## src/rtl/psram_pkg.sv

```systemverilog
package psram_pkg;

    typedef enum logic [2:0] {
        ST_IDLE,
        ST_RD_ACCESS,
        ST_WR_SETUP,
        ST_WR_PULSE,
        ST_WR_PAD,
        ST_PRECHARGE
    } psram_state_e;

    // nanoseconds to clocks, rounded up, never below one clock
    function automatic int ns_to_clk(input int ns, input int clk_ns);
        int n;
        n = (ns + clk_ns - 1) / clk_ns;
        if (n < 1) n = 1;
        return n;
    endfunction

    function automatic int max2(input int a, input int b);
        return (a > b) ? a : b;
    endfunction

endpackage

```

## src/rtl/psram_tick_timer.sv

```systemverilog
module psram_tick_timer #(
    parameter int CW = 4
) (
    input  logic          clk,
    input  logic          rst_n,
    input  logic          load,
    input  logic [CW-1:0] load_val,
    output logic [CW-1:0] cnt,
    output logic          expired
);
    always_ff @(posedge clk or negedge rst_n) begin
        if (!rst_n)          cnt <= '0;
        else if (load)       cnt <= load_val;
        else if (cnt != '0)  cnt <= cnt - 1'b1;
    end

    assign expired = (cnt == '0);
endmodule

```

## src/rtl/psram_rd_capture.sv

```systemverilog
module psram_rd_capture #(
    parameter int DW = 16
) (
    input  logic          clk,
    input  logic          rst_n,
    input  logic          capture,
    input  logic [DW-1:0] dq_in,
    output logic          rd_valid,
    output logic [DW-1:0] rd_data
);
    always_ff @(posedge clk or negedge rst_n) begin
        if (!rst_n) begin
            rd_valid <= 1'b0;
            rd_data  <= '0;
        end else begin
            rd_valid <= capture;
            if (capture) rd_data <= dq_in;
        end
    end
endmodule

```

## src/rtl/psram_cycle_ctrl.sv

```systemverilog
module psram_cycle_ctrl
    import psram_pkg::*;
#(
    parameter int AW     = 20,
    parameter int DW     = 16,
    parameter int CLK_NS = 8,
    parameter int RC_NS  = 70,
    parameter int ACC_NS = 65,
    parameter int WP_NS  = 45,
    parameter int CP_NS  = 12,
    parameter int CHX_NS = 10
) (
    input  logic          clk,
    input  logic          rst_n,
    input  logic          req_valid,
    output logic          req_ready,
    input  logic          req_write,
    input  logic [AW-1:0] req_addr,
    input  logic [DW-1:0] req_wdata,
    input  logic [1:0]    req_be,
    output logic          rd_valid,
    output logic [DW-1:0] rd_data,
    output logic          mem_ce_n,
    output logic          mem_oe_n,
    output logic          mem_we_n,
    output logic          mem_lb_n,
    output logic          mem_ub_n,
    output logic [AW-1:0] mem_addr,
    output logic [DW-1:0] mem_dq_out,
    output logic          mem_dq_oe,
    input  logic [DW-1:0] mem_dq_in
);
    localparam int N_RC   = ns_to_clk(RC_NS, CLK_NS);
    localparam int N_ACC  = ns_to_clk(ACC_NS, CLK_NS);
    localparam int N_WP   = ns_to_clk(WP_NS, CLK_NS);
    localparam int N_CP   = ns_to_clk(CP_NS, CLK_NS);
    localparam int N_CHX  = ns_to_clk(CHX_NS, CLK_NS);
    localparam int N_PC   = max2(N_CP, N_CHX + 1);
    localparam int N_RD   = max2(N_ACC, N_RC - N_PC);
    localparam int N_WPAD = max2(0, N_RC - N_PC - 1 - N_WP);
    localparam int N_MAX  = max2(max2(N_RD, N_PC), max2(N_WP, N_WPAD));
    localparam int CW     = $clog2(N_MAX + 1);
    localparam bit HAS_PAD = (N_WPAD > 0);

    localparam logic [CW-1:0] L_RD   = CW'(N_RD - 1);
    localparam logic [CW-1:0] L_CAP  = CW'(N_RD - N_ACC);
    localparam logic [CW-1:0] L_WP   = CW'(N_WP - 1);
    localparam logic [CW-1:0] L_PC   = CW'(N_PC - 1);
    localparam logic [CW-1:0] L_OEHI = CW'(N_PC - 1 - N_CHX);
    localparam logic [CW-1:0] L_PAD  = CW'(HAS_PAD ? N_WPAD - 1 : 0);

    psram_state_e  state_q, state_d;
    logic          tm_load;
    logic [CW-1:0] tm_val, tm_cnt;
    logic          tm_done;
    logic          take;
    logic          last_rd_q;
    logic [1:0]    be_q;
    logic [AW-1:0] addr_q;
    logic [DW-1:0] wdata_q;
    logic          capture;

    psram_tick_timer #(.CW(CW)) u_timer (
        .clk(clk), .rst_n(rst_n), .load(tm_load), .load_val(tm_val),
        .cnt(tm_cnt), .expired(tm_done)
    );

    psram_rd_capture #(.DW(DW)) u_rcap (
        .clk(clk), .rst_n(rst_n), .capture(capture), .dq_in(mem_dq_in),
        .rd_valid(rd_valid), .rd_data(rd_data)
    );

    assign req_ready = (state_q == ST_IDLE);
    assign take      = req_ready && req_valid;
    assign capture   = (state_q == ST_RD_ACCESS) && (tm_cnt == L_CAP);

    // state register and request latch
    always_ff @(posedge clk or negedge rst_n) begin
        if (!rst_n) begin
            state_q   <= ST_IDLE;
            last_rd_q <= 1'b0;
            be_q      <= '0;
            addr_q    <= '0;
            wdata_q   <= '0;
        end else begin
            state_q <= state_d;
            if (take) begin
                last_rd_q <= !req_write;
                be_q      <= req_be;
                addr_q    <= req_addr;
                wdata_q   <= req_wdata;
            end
        end
    end

    // next state and timer loads
    always_comb begin
        state_d = state_q;
        tm_load = 1'b0;
        tm_val  = '0;
        unique case (state_q)
            ST_IDLE: begin
                if (take) begin
                    tm_load = 1'b1;
                    if (req_write) begin
                        state_d = ST_WR_SETUP;
                    end else begin
                        state_d = ST_RD_ACCESS;
                        tm_val  = L_RD;
                    end
                end
            end
            ST_RD_ACCESS: begin
                if (tm_done) begin
                    state_d = ST_PRECHARGE;
                    tm_load = 1'b1;
                    tm_val  = L_PC;
                end
            end
            ST_WR_SETUP: begin
                state_d = ST_WR_PULSE;
                tm_load = 1'b1;
                tm_val  = L_WP;
            end
            ST_WR_PULSE: begin
                if (tm_done) begin
                    tm_load = 1'b1;
                    if (HAS_PAD) begin
                        state_d = ST_WR_PAD;
                        tm_val  = L_PAD;
                    end else begin
                        state_d = ST_PRECHARGE;
                        tm_val  = L_PC;
                    end
                end
            end
            ST_WR_PAD: begin
                if (tm_done) begin
                    state_d = ST_PRECHARGE;
                    tm_load = 1'b1;
                    tm_val  = L_PC;
                end
            end
            ST_PRECHARGE: begin
                if (tm_done) state_d = ST_IDLE;
            end
            default: state_d = ST_IDLE;
        endcase
    end

    // strobe decode
    always_comb begin
        mem_ce_n  = 1'b1;
        mem_oe_n  = 1'b1;
        mem_we_n  = 1'b1;
        mem_lb_n  = 1'b1;
        mem_ub_n  = 1'b1;
        mem_dq_oe = 1'b0;
        unique case (state_q)
            ST_IDLE: ;
            ST_RD_ACCESS: begin
                mem_ce_n = 1'b0;
                mem_oe_n = 1'b0;
                mem_lb_n = 1'b0;
                mem_ub_n = 1'b0;
            end
            ST_WR_SETUP, ST_WR_PAD: begin
                mem_ce_n = 1'b0;
                mem_lb_n = !be_q[0];
                mem_ub_n = !be_q[1];
            end
            ST_WR_PULSE: begin
                mem_ce_n  = 1'b0;
                mem_we_n  = 1'b0;
                mem_lb_n  = !be_q[0];
                mem_ub_n  = !be_q[1];
                mem_dq_oe = 1'b1;
            end
            ST_PRECHARGE: begin
                mem_oe_n = !(last_rd_q && (tm_cnt > L_OEHI));
            end
            default: ;
        endcase
    end

    assign mem_addr   = addr_q;
    assign mem_dq_out = wdata_q;
endmodule

```

## config.mk

```make
export PLATFORM = sky130hd
export DESIGN_NAME = psram_cycle_ctrl
export DESIGN_NICKNAME = d
export VERILOG_FILES = /design/src/rtl/psram_pkg.sv /design/src/rtl/psram_tick_timer.sv /design/src/rtl/psram_rd_capture.sv /design/src/rtl/psram_cycle_ctrl.sv
export SDC_FILE = /design/constraint.sdc
export NUM_CORES = 1
export LEC_CHECK = 0
export BUFFER_PORTS_ARGS = -buffer_cell sky130_fd_sc_hd__buf_2
export CORE_AREA = 4 4 81 83
export CTS_CLUSTER_SIZE = 10
export DETAILED_ROUTE_END_ITERATION = 8
export DIE_AREA = 0 0 85 87
export PLACE_DENSITY = 0.77
export SLEW_MARGIN = 20
export SYNTH_ARGS = -nofsm -noshare
export SYNTH_HDL_FRONTEND = slang
export SYNTH_HIERARCHICAL = 1
export SYNTH_SLANG_ARGS = --single-unit
export TNS_END_PERCENT = 50
```

## constraint.sdc

```tcl
create_clock -name clk -period 2.1 [get_ports clk]
set_input_delay 0.105 -clock clk [delete_from_list [all_inputs] [get_ports clk]]
set_output_delay 0.105 -clock clk [all_outputs]
set_load 0.01 [all_outputs]
```

==> results_tabular.tex, run 1 <==
\begin{tabular}{lr}
\hline
Metric & Value \\
\hline
\multicolumn{2}{l}{\textbf{Timing}} \\
Worst Max-Slew Pin Slew & 683 ps \\
Setup repair after global routing missed its margin & false \\
Final number of hold-violating endpoints & 0 \\
Clock skew & 8.78 ps \\
Headroom to the max-slew limit & 54.5\% \\
Max Freq & 0.529 GHz \\
Setup slack of the critical path after layout & 210 ps \\
WHS & 15.6 ps \\
Final setup violating endpoints & 0 \\
Clock period minus worst slack & 1890 ps \\
Setup TNS & 0 ps \\
Number of pins exceeding their max-slew limit in the final report & 0 \\
Portion of the clock cycle consumed by the worst path in the final layout & 90.0\% \\
\multicolumn{2}{l}{\textbf{Finish}} \\
Area growth syn-to-layout & 45.2\% \\
Layout cells sized above 1 & 53.8\% \\
Post-layout utilization of the core & 66.1\% \\
ANT cells & 0 \\
Final Net Count & 400 \\
Final standard cell count with taps included and fillers excluded & 421 \\
Layout filler cell count & 416 \\
\multicolumn{2}{l}{\textbf{Logic synthesis}} \\
Number of flip-flops and latches in the synthesized netlist & 63 \\
Yosys warning total & 6 \\
Cell area after synthesis & 2660 um\^{}2 \\
Gate Count Post-Synth & 183 \\
Synthesized net count & 242 \\
Seq/Total Area, Yosys & 59.2\% \\
Syn\_area\_per\_cell & 14.5 um\^{}2 \\
Library cells used by synthesis & 32 \\
\multicolumn{2}{l}{\textbf{Worst hold path}} \\
Worst hold path depth & 2 \\
HP Class & in2reg \\
Launch point of the worst hold path & req\_addr[5] \\
Hold-critical path endpoint & mem\_addr[5] \\
\multicolumn{2}{l}{\textbf{Power}} \\
VDD IR max & 0.739 mV \\
Pwr dens & 1460 nW/um\^{}2 \\
Total leakage power & 1.90 nW \\
\multicolumn{2}{l}{\textbf{Placement}} \\
HPWL after detailed placement & 4420 um \\
Port Buffer Count & 117 \\
Count of placed standard cells including taps & 372 \\
Post-Place Worst Slack & 212 ps \\
Final estimated routing congestion in global placement & 0.747 \\
\multicolumn{2}{l}{\textbf{Route}} \\
Post-detailed-routing wire length & 6680 um \\
Number of vias in the routed layout & 2067 \\
Met2 wirelength from detailed routing & 3460 um \\
Final routed DRC violation total & 0 \\
Iter 0 DRT Violations & 66 \\
Top routing layer used & met4 \\
Met1 Routed Length & 2580 um \\
Number of nets with antenna violations after routing & 0 \\
Met3 wire length & 508 um \\
DR vias/cell & 4.91 \\
Average wire per standard cell & 15.9 um \\
Number of iterations in the first detailed-routing pass & 4 \\
\multicolumn{2}{l}{\textbf{CTS}} \\
Clock Path Buffers & 2 \\
Clock tree from TritonCTS & done \\
CTS-repair resized insts & 0 \\
Clock input transition at the sequential cells of the worst setup and hold paths & 60 ps \\
Root buffer cell & clkbuf\_8 \\
Total clock buffers created by CTS & 9 \\
H-tree Lvls & 3 \\
Clock latency reported for the late side of the worst-skew pair & 330 ps \\
Clk sinks & 63 \\
\multicolumn{2}{l}{\textbf{Floorplanning}} \\
Core ar. & 5850 um\^{}2 \\
Height of the die & 87 um \\
Overall die area & 7400 um\^{}2 \\
Number of cell rows & 28 \\
Initial cell density of the core & 45.5\% \\
Die Span X & 85 um \\
Total I/O pin count & 118 \\
\multicolumn{2}{l}{\textbf{Worst setup path}} \\
Delay of the slowest critical-path stage & 570 ps \\
Kind of start point of the critical path & flop \\
Setup slack, reg-to-reg & 210 ps \\
Capture instance of the worst register-to-register path & u\_rcap/rd\_data[0] \\
Slowest-stage cell, CP & or4\_1 \\
Critical Path End Type & flop \\
Crit path max fanout & 17 \\
Worst R2R Path Depth & 4 \\
Required time of the worst setup path & 2310 ps \\
Cell chain of the critical path & or4\_1 > nor3b\_2 > buf\_12 > mux2\_2 \\
Critical path class & reg2reg \\
Data arrival, critical path & 2100 ps \\
Beginning of the worst register-to-register path & u\_timer/cnt[1] \\
\multicolumn{2}{l}{\textbf{Global route}} \\
First-pass GRT wire length & 11000 um \\
Initial antenna violation count & 0 \\
Largest net degree at the start of global routing & 35 \\
Global router's overall resource usage & 19.3\% \\
Overflow left after global routing & 0 \\
Via count of the first global-routing pass & 2237 \\
\multicolumn{2}{l}{\textbf{Status}} \\
Result of the run & completed \\
\multicolumn{2}{l}{\textbf{Job}} \\
Number of maximum-capacitance violations & 0 \\
\hline
\end{tabular}
area by class of cell:
class                   instances  area, um^2  area share [%]
clock buffers                  13         159            4.11
well taps                      75        93.8            2.43
multi-input cells             106        1010            26.1
repair buffers                157         993            25.7
clock inverters                 3        17.5           0.453
inverters                       4        15.0           0.388
flip-flops and latches         63        1580            40.8
Yosys cell counts, drive strengths merged:
cell / n / share of area [%]
nor4b: 1 / 0.56
o21a: 1 / 0.28
clkbuf: 4 / 0.56
nor2: 4 / 0.56
inv: 4 / 0.56
nor3b: 4 / 1.6
nor3: 3 / 0.56
or4: 1 / 0.28
buf: 6 / 2.3
nand2b: 4 / 0.94
mux2: 55 / 25
a2bb2oi: 4 / 1.3
xnor2: 1 / 0.33
ha: 1 / 0.47
nor2b: 4 / 0.94
o22a: 1 / 0.33
nand3b: 1 / 0.28
mux2i: 2 / 0.75
dfrtp: 63 / 59
and2: 1 / 0.24
nand2: 7 / 0.99
a21oi: 3 / 0.56
o21ai: 6 / 1.1
a221o: 1 / 0.38
a21o: 1 / 0.28
worst max-delay path: cells and delay by family, from the launching register on:
| kind | cells | cell delay (ps) |
|---|---|---|
| mux | 1 | 350 |
| flops | 1 | 400 |
| buf+inv | 1 | 200 |
| simple gates | 2 | 820 |
power breakdown:
group          total (mW)  switching [mW]  internal [mW]  leakage (nW)
clock               0.910           0.421          0.489        0.0894
combinational        2.54            1.17           1.37          1.05
sequential           2.18           0.352           1.83         0.759
placed cells by master, fill, tap and decap left out, types with 2 or more instances in the layout:
cell and n:
nand2b_1 4, mux2_4 10, buf_2 117, mux2_2 35, clkinv_2 2, inv_1 4, nor2b_1 4, buf_4 5
nor3b_1 2, mux2_1 10, nor2_1 4, nor3_1 3, dlygate4sd3_1 33, a2bb2oi_1 4, nand2_1 7, clkbuf_8 11
o21ai_0 5, clkbuf_1 2, dfrtp_1 63, a21oi_1 3, mux2i_1 2, buf_12 2
how the worst max path moves through the flow:
stage | startpoint | slack [ps] | to
4_1_cts | u_timer/cnt[1] | 200 | u_rcap/rd_data[0]
3_3_place_gp | u_timer/cnt[3] | 250 | u_rcap/rd_data[15]
2_1_floorplan | u_timer/cnt[0] | 180 | u_timer/cnt[3]
3_5_place_dp | u_timer/cnt[3] | 210 | u_rcap/rd_data[0]
6_report | u_timer/cnt[1] | 210 | u_rcap/rd_data[0]
5_1_grt | u_timer/cnt[0] | 100 | u_timer/cnt[3]
registers in the layout (all words and copies together), names as in the netlist:
register,cells
u_timer/cnt,4
be_q,2
state_q,3
u_rcap/rd_data,16
u_rcap/rd_valid,1
last_rd_q,1
mem_dq_out,16
mem_addr,20
cell families after synthesis:
| kind of cell | after synthesis | synth area share, % |
|---|---|---|
| DFF | 63 | 59.2 |
| muxes | 57 | 25.4 |
| and+or+nand+nor | 30 | 6.91 |
| AOI/OAI and AO/OA | 17 | 4.28 |
| buffers and inverters | 14 | 3.38 |
| xor gates and xnor gates | 1 | 0.329 |
| adders and majority gates | 1 | 0.470 |
per-stage QoR:
step / power, mW / area [um^2]
final: 5.63 / 3860
after global routing: 6.04 / 3860
after floorplan: 3.73 / 2660
after CTS: 5.67 / 3850
after detailed placement: 4.68 / 3360
after global placement: 4.56 / 3360
metal layers:
metal	up-vias	global-route usage (%)
li1	961	-
met1	1007	21.8
met2	87	34.3
met3	12	5.01
met4	0	8.92
met5	-	0
what timing repair did:
action / in CTS / in global routing
hold buffers: 32 / 1
endpoints found under the hold margin: 60 / 1
setup buffers: 0 / 0
No activity file was read; power rests on OpenSTA's default activity.
==> run 2, diff against run 1 <==
--- a/config.mk
+++ b/config.mk
@@ -11,6 +11,7 @@
 export DETAILED_ROUTE_END_ITERATION = 8
 export DIE_AREA = 0 0 85 87
 export PLACE_DENSITY = 0.77
+export REMOVE_ABC_BUFFERS = 1
 export SLEW_MARGIN = 20
 export SYNTH_ARGS = -nofsm -noshare
 export SYNTH_HDL_FRONTEND = slang
==> results_tabular.tex, run 2 (synthesized netlist as in run 1, its figures left out) <==
\begin{tabular}{lr}
\hline
Metric & Value \\
\hline
\multicolumn{2}{l}{\textbf{Finish}} \\
ANT cells & 0 (unchanged) \\
Most frequent standard cell in the layout excluding fill and tap cells & buf\_2 \\
Area growth syn-to-layout & 43.7\% \\
Final Net Count & 391 (-2.3\%) \\
Final standard cell count with taps included and fillers excluded & 411 (-2.4\%) \\
Number of flip-flops under the largest register name & 20 (unchanged) \\
Area of all placed cells without fillers & 3820 um\^{}2 (-1.0\%) \\
Layout cells sized above 1 & 55.1\% (+1.3 points) \\
Highest-count cells in the layout ignoring fill and taps & buf\_2, dfrtp\_1, mux2\_2, dlygate4sd3\_1 \\
\multicolumn{2}{l}{\textbf{Global route}} \\
Global router's overall resource usage & 17.4\% (-1.9 points) \\
Via count of the first global-routing pass & 2101 (-6.1\%) \\
Initial antenna violation count & 0 (unchanged) \\
Largest net degree at the start of global routing & 40 (+14\%) \\
First-pass GRT wire length & 10100 um (-8.6\%) \\
Overflow left after global routing & 0 (unchanged) \\
\multicolumn{2}{l}{\textbf{Power}} \\
Pwr dens & 1520 nW/um\^{}2 (+4.0\%) \\
VDD IR max & 0.808 mV (+9.3\%) \\
Total leakage power & 1.88 nW (-0.85\%) \\
Overall power of the completed layout & 5.80 mW (+3.0\%) \\
\multicolumn{2}{l}{\textbf{CTS}} \\
Total clock buffers created by CTS & 9 (unchanged) \\
H-tree Lvls & 3 (unchanged) \\
CTS-repair resized insts & 0 (unchanged) \\
Clock input transition at the sequential cells of the worst setup and hold paths & 70 ps (about the same) \\
Clock latency reported for the late side of the worst-skew pair & 320 ps (about the same) \\
Root buffer cell & clkbuf\_8 \\
Clock Path Buffers & 2 (unchanged) \\
Clk sinks & 63 (unchanged) \\
Clock tree from TritonCTS & done \\
\multicolumn{2}{l}{\textbf{Floorplanning}} \\
Core ar. & 5850 um\^{}2 (unchanged) \\
Total I/O pin count & 118 (unchanged) \\
Initial cell density of the core & 45.5\% (unchanged) \\
Height of the die & 87 um (unchanged) \\
Die Span X & 85 um (unchanged) \\
Overall die area & 7400 um\^{}2 (unchanged) \\
Number of cell rows & 28 (unchanged) \\
\multicolumn{2}{l}{\textbf{Timing}} \\
Final setup violating endpoints & 0 (unchanged) \\
Worst Max-Slew Pin Slew & 588 ps (-94.5 ps) \\
Clock period minus worst slack & 1900 ps (+13.5 ps) \\
Headroom to the max-slew limit & 60.8\% (+6.3 points) \\
Setup repair after global routing missed its margin & false \\
WHS & 15.0 ps (-0.628 ps) \\
Portion of the clock cycle consumed by the worst path in the final layout & 90.7\% (+0.65 points) \\
Max Freq & 0.525 GHz (-0.71\%) \\
Clock skew & 6.53 ps (-2.25 ps) \\
Number of pins exceeding their max-slew limit in the final report & 0 (unchanged) \\
Final number of hold-violating endpoints & 0 (unchanged) \\
\multicolumn{2}{l}{\textbf{Placement}} \\
Final estimated routing congestion in global placement & 0.721 (-3.5\%) \\
Count of placed standard cells including taps & 371 (-0.27\%) \\
HPWL after detailed placement & 4240 um (-4.0\%) \\
Port Buffer Count & 117 (unchanged) \\
Dpl cell area & 3360 um\^{}2 (+0.15\%) \\
\multicolumn{2}{l}{\textbf{Worst setup path}} \\
Cell type group with the largest total delay on the critical path & simple AND/OR/NAND/NOR gates \\
Slowest-stage cell, CP & dfrtp\_1 \\
Critical path class & reg2reg \\
Kind of start point of the critical path & flop \\
Crit path max fanout & 8 (-9) \\
Buffer and inverter count on the worst path & 1 (unchanged) \\
Cell chain of the critical path & inv\_1 > ha\_1 > nor3b\_4 > o21a\_1 > nand2b\_1 > nor3\_1 > a221o\_1 \\
Data arrival, critical path & 2110 ps (about the same) \\
Delay of the slowest critical-path stage & 390 ps (-180 ps) \\
Critical Path End Type & flop \\
Required time of the worst setup path & 2300 ps (about the same) \\
\multicolumn{2}{l}{\textbf{Status}} \\
Result of the run & completed \\
\multicolumn{2}{l}{\textbf{Route}} \\
Number of vias in the routed layout & 1980 (-4.2\%) \\
Final routed DRC violation total & 0 (unchanged) \\
Number of iterations in the first detailed-routing pass & 4 (unchanged) \\
DR vias/cell & 4.82 (-1.9\%) \\
Iter 0 DRT Violations & 84 (+27\%) \\
Average wire per standard cell & 14.7 um (-7.1\%) \\
Number of nets with antenna violations after routing & 0 (unchanged) \\
Post-detailed-routing wire length & 6060 um (-9.3\%) \\
\multicolumn{2}{l}{\textbf{Job}} \\
Number of maximum-capacitance violations & 0 (unchanged) \\
\multicolumn{2}{l}{\textbf{Worst hold path}} \\
HP Class & in2reg \\
\hline
\end{tabular}
[run 2: cell types whose count changed in the layout (fill, tap and decap cells not counted)]
cell / previous run / this run
buf_12: 2 / 3
clkinvlp_4: 1 / 0
clkbuf_8: 11 / 10
bufinv_16: 0 / 2
dlygate4sd3_1: 33 / 25
buf_4: 5 / 3
clkbuf_1: 2 / 1
[run 2: power breakdown]
part / leakage (nW) / switching (mW) / internal [mW]
sequential: 0.759 / 0.338 / 1.83
clock: 0.109 / 0.432 / 0.691
combinational: 1.01 / 1.15 / 1.37
total: 1.88 / 1.92 / 3.88
[run 2: routing by layer]
metal / wire length (um) / GRT usage, % / up-vias
met4: 111 / 9.21 / 0
met5: 0 / 0 / -
li1: - / - / 940
met1: 2410 / 20.4 / 973
met3: 261 / 2.74 / 10
met2: 3270 / 30.7 / 57
[run 2: area by class of cell]
type | instances | area (um^2)
Clock inverter | 4 | 70.1
Fill cell | 464 | 2030
Tap cell | 75 | 93.8
Multi-Input combinational cell | 106 | 1010
Sequential cell | 63 | 1580
Clock buffer | 11 | 141
Inverter | 4 | 15.0
Timing Repair Buffer | 148 | 918
[run 2: metrics by stage]
step           TNS (ps)  worst slack, ps  util (%)
6_report              0              196      65.4
5_1_grt               0             22.4      65.4
4_1_cts               0              206      65.4
3_5_place_dp          0              227      57.5
3_3_place_gp          0              246      57.5
2_1_floorplan    -64430            -1230         -
[run 2: path summary, 6_finish.rpt]
kind / start / endpoint / slack (ps) / cells after the start
worst min register to register: mem_dq_out[15] / mem_dq_out[15] / 490 / 1
max in group asynchronous: rst_n / u_rcap/rd_data[1] / 1170 / 3
worst min-delay path: req_addr[15] / mem_addr[15] / 20 / 2
worst max register to register: u_timer/cnt[0] / u_timer/cnt[3] / 200 / 7
worst max-delay path: u_timer/cnt[0] / u_timer/cnt[3] / 200 / 7
min in group asynchronous: rst_n / mem_dq_out[15] / 320 / 2
[run 2: worst register-to-register path: stages, from the launching register on]
cell      delay (ps)
dfrtp_1          390
inv_1             90
ha_1             230
nor3b_4          220
o21a_1           160
nand2b_1         280
nor3_1           100
a221o_1          330
[run 2: what timing repair did]
action,4_1_cts,5_1_grt
endpoints found under the setup margin,0,0
endpoints found under the hold margin,48,0
buffers inserted,0,0
hold buffers,25,0
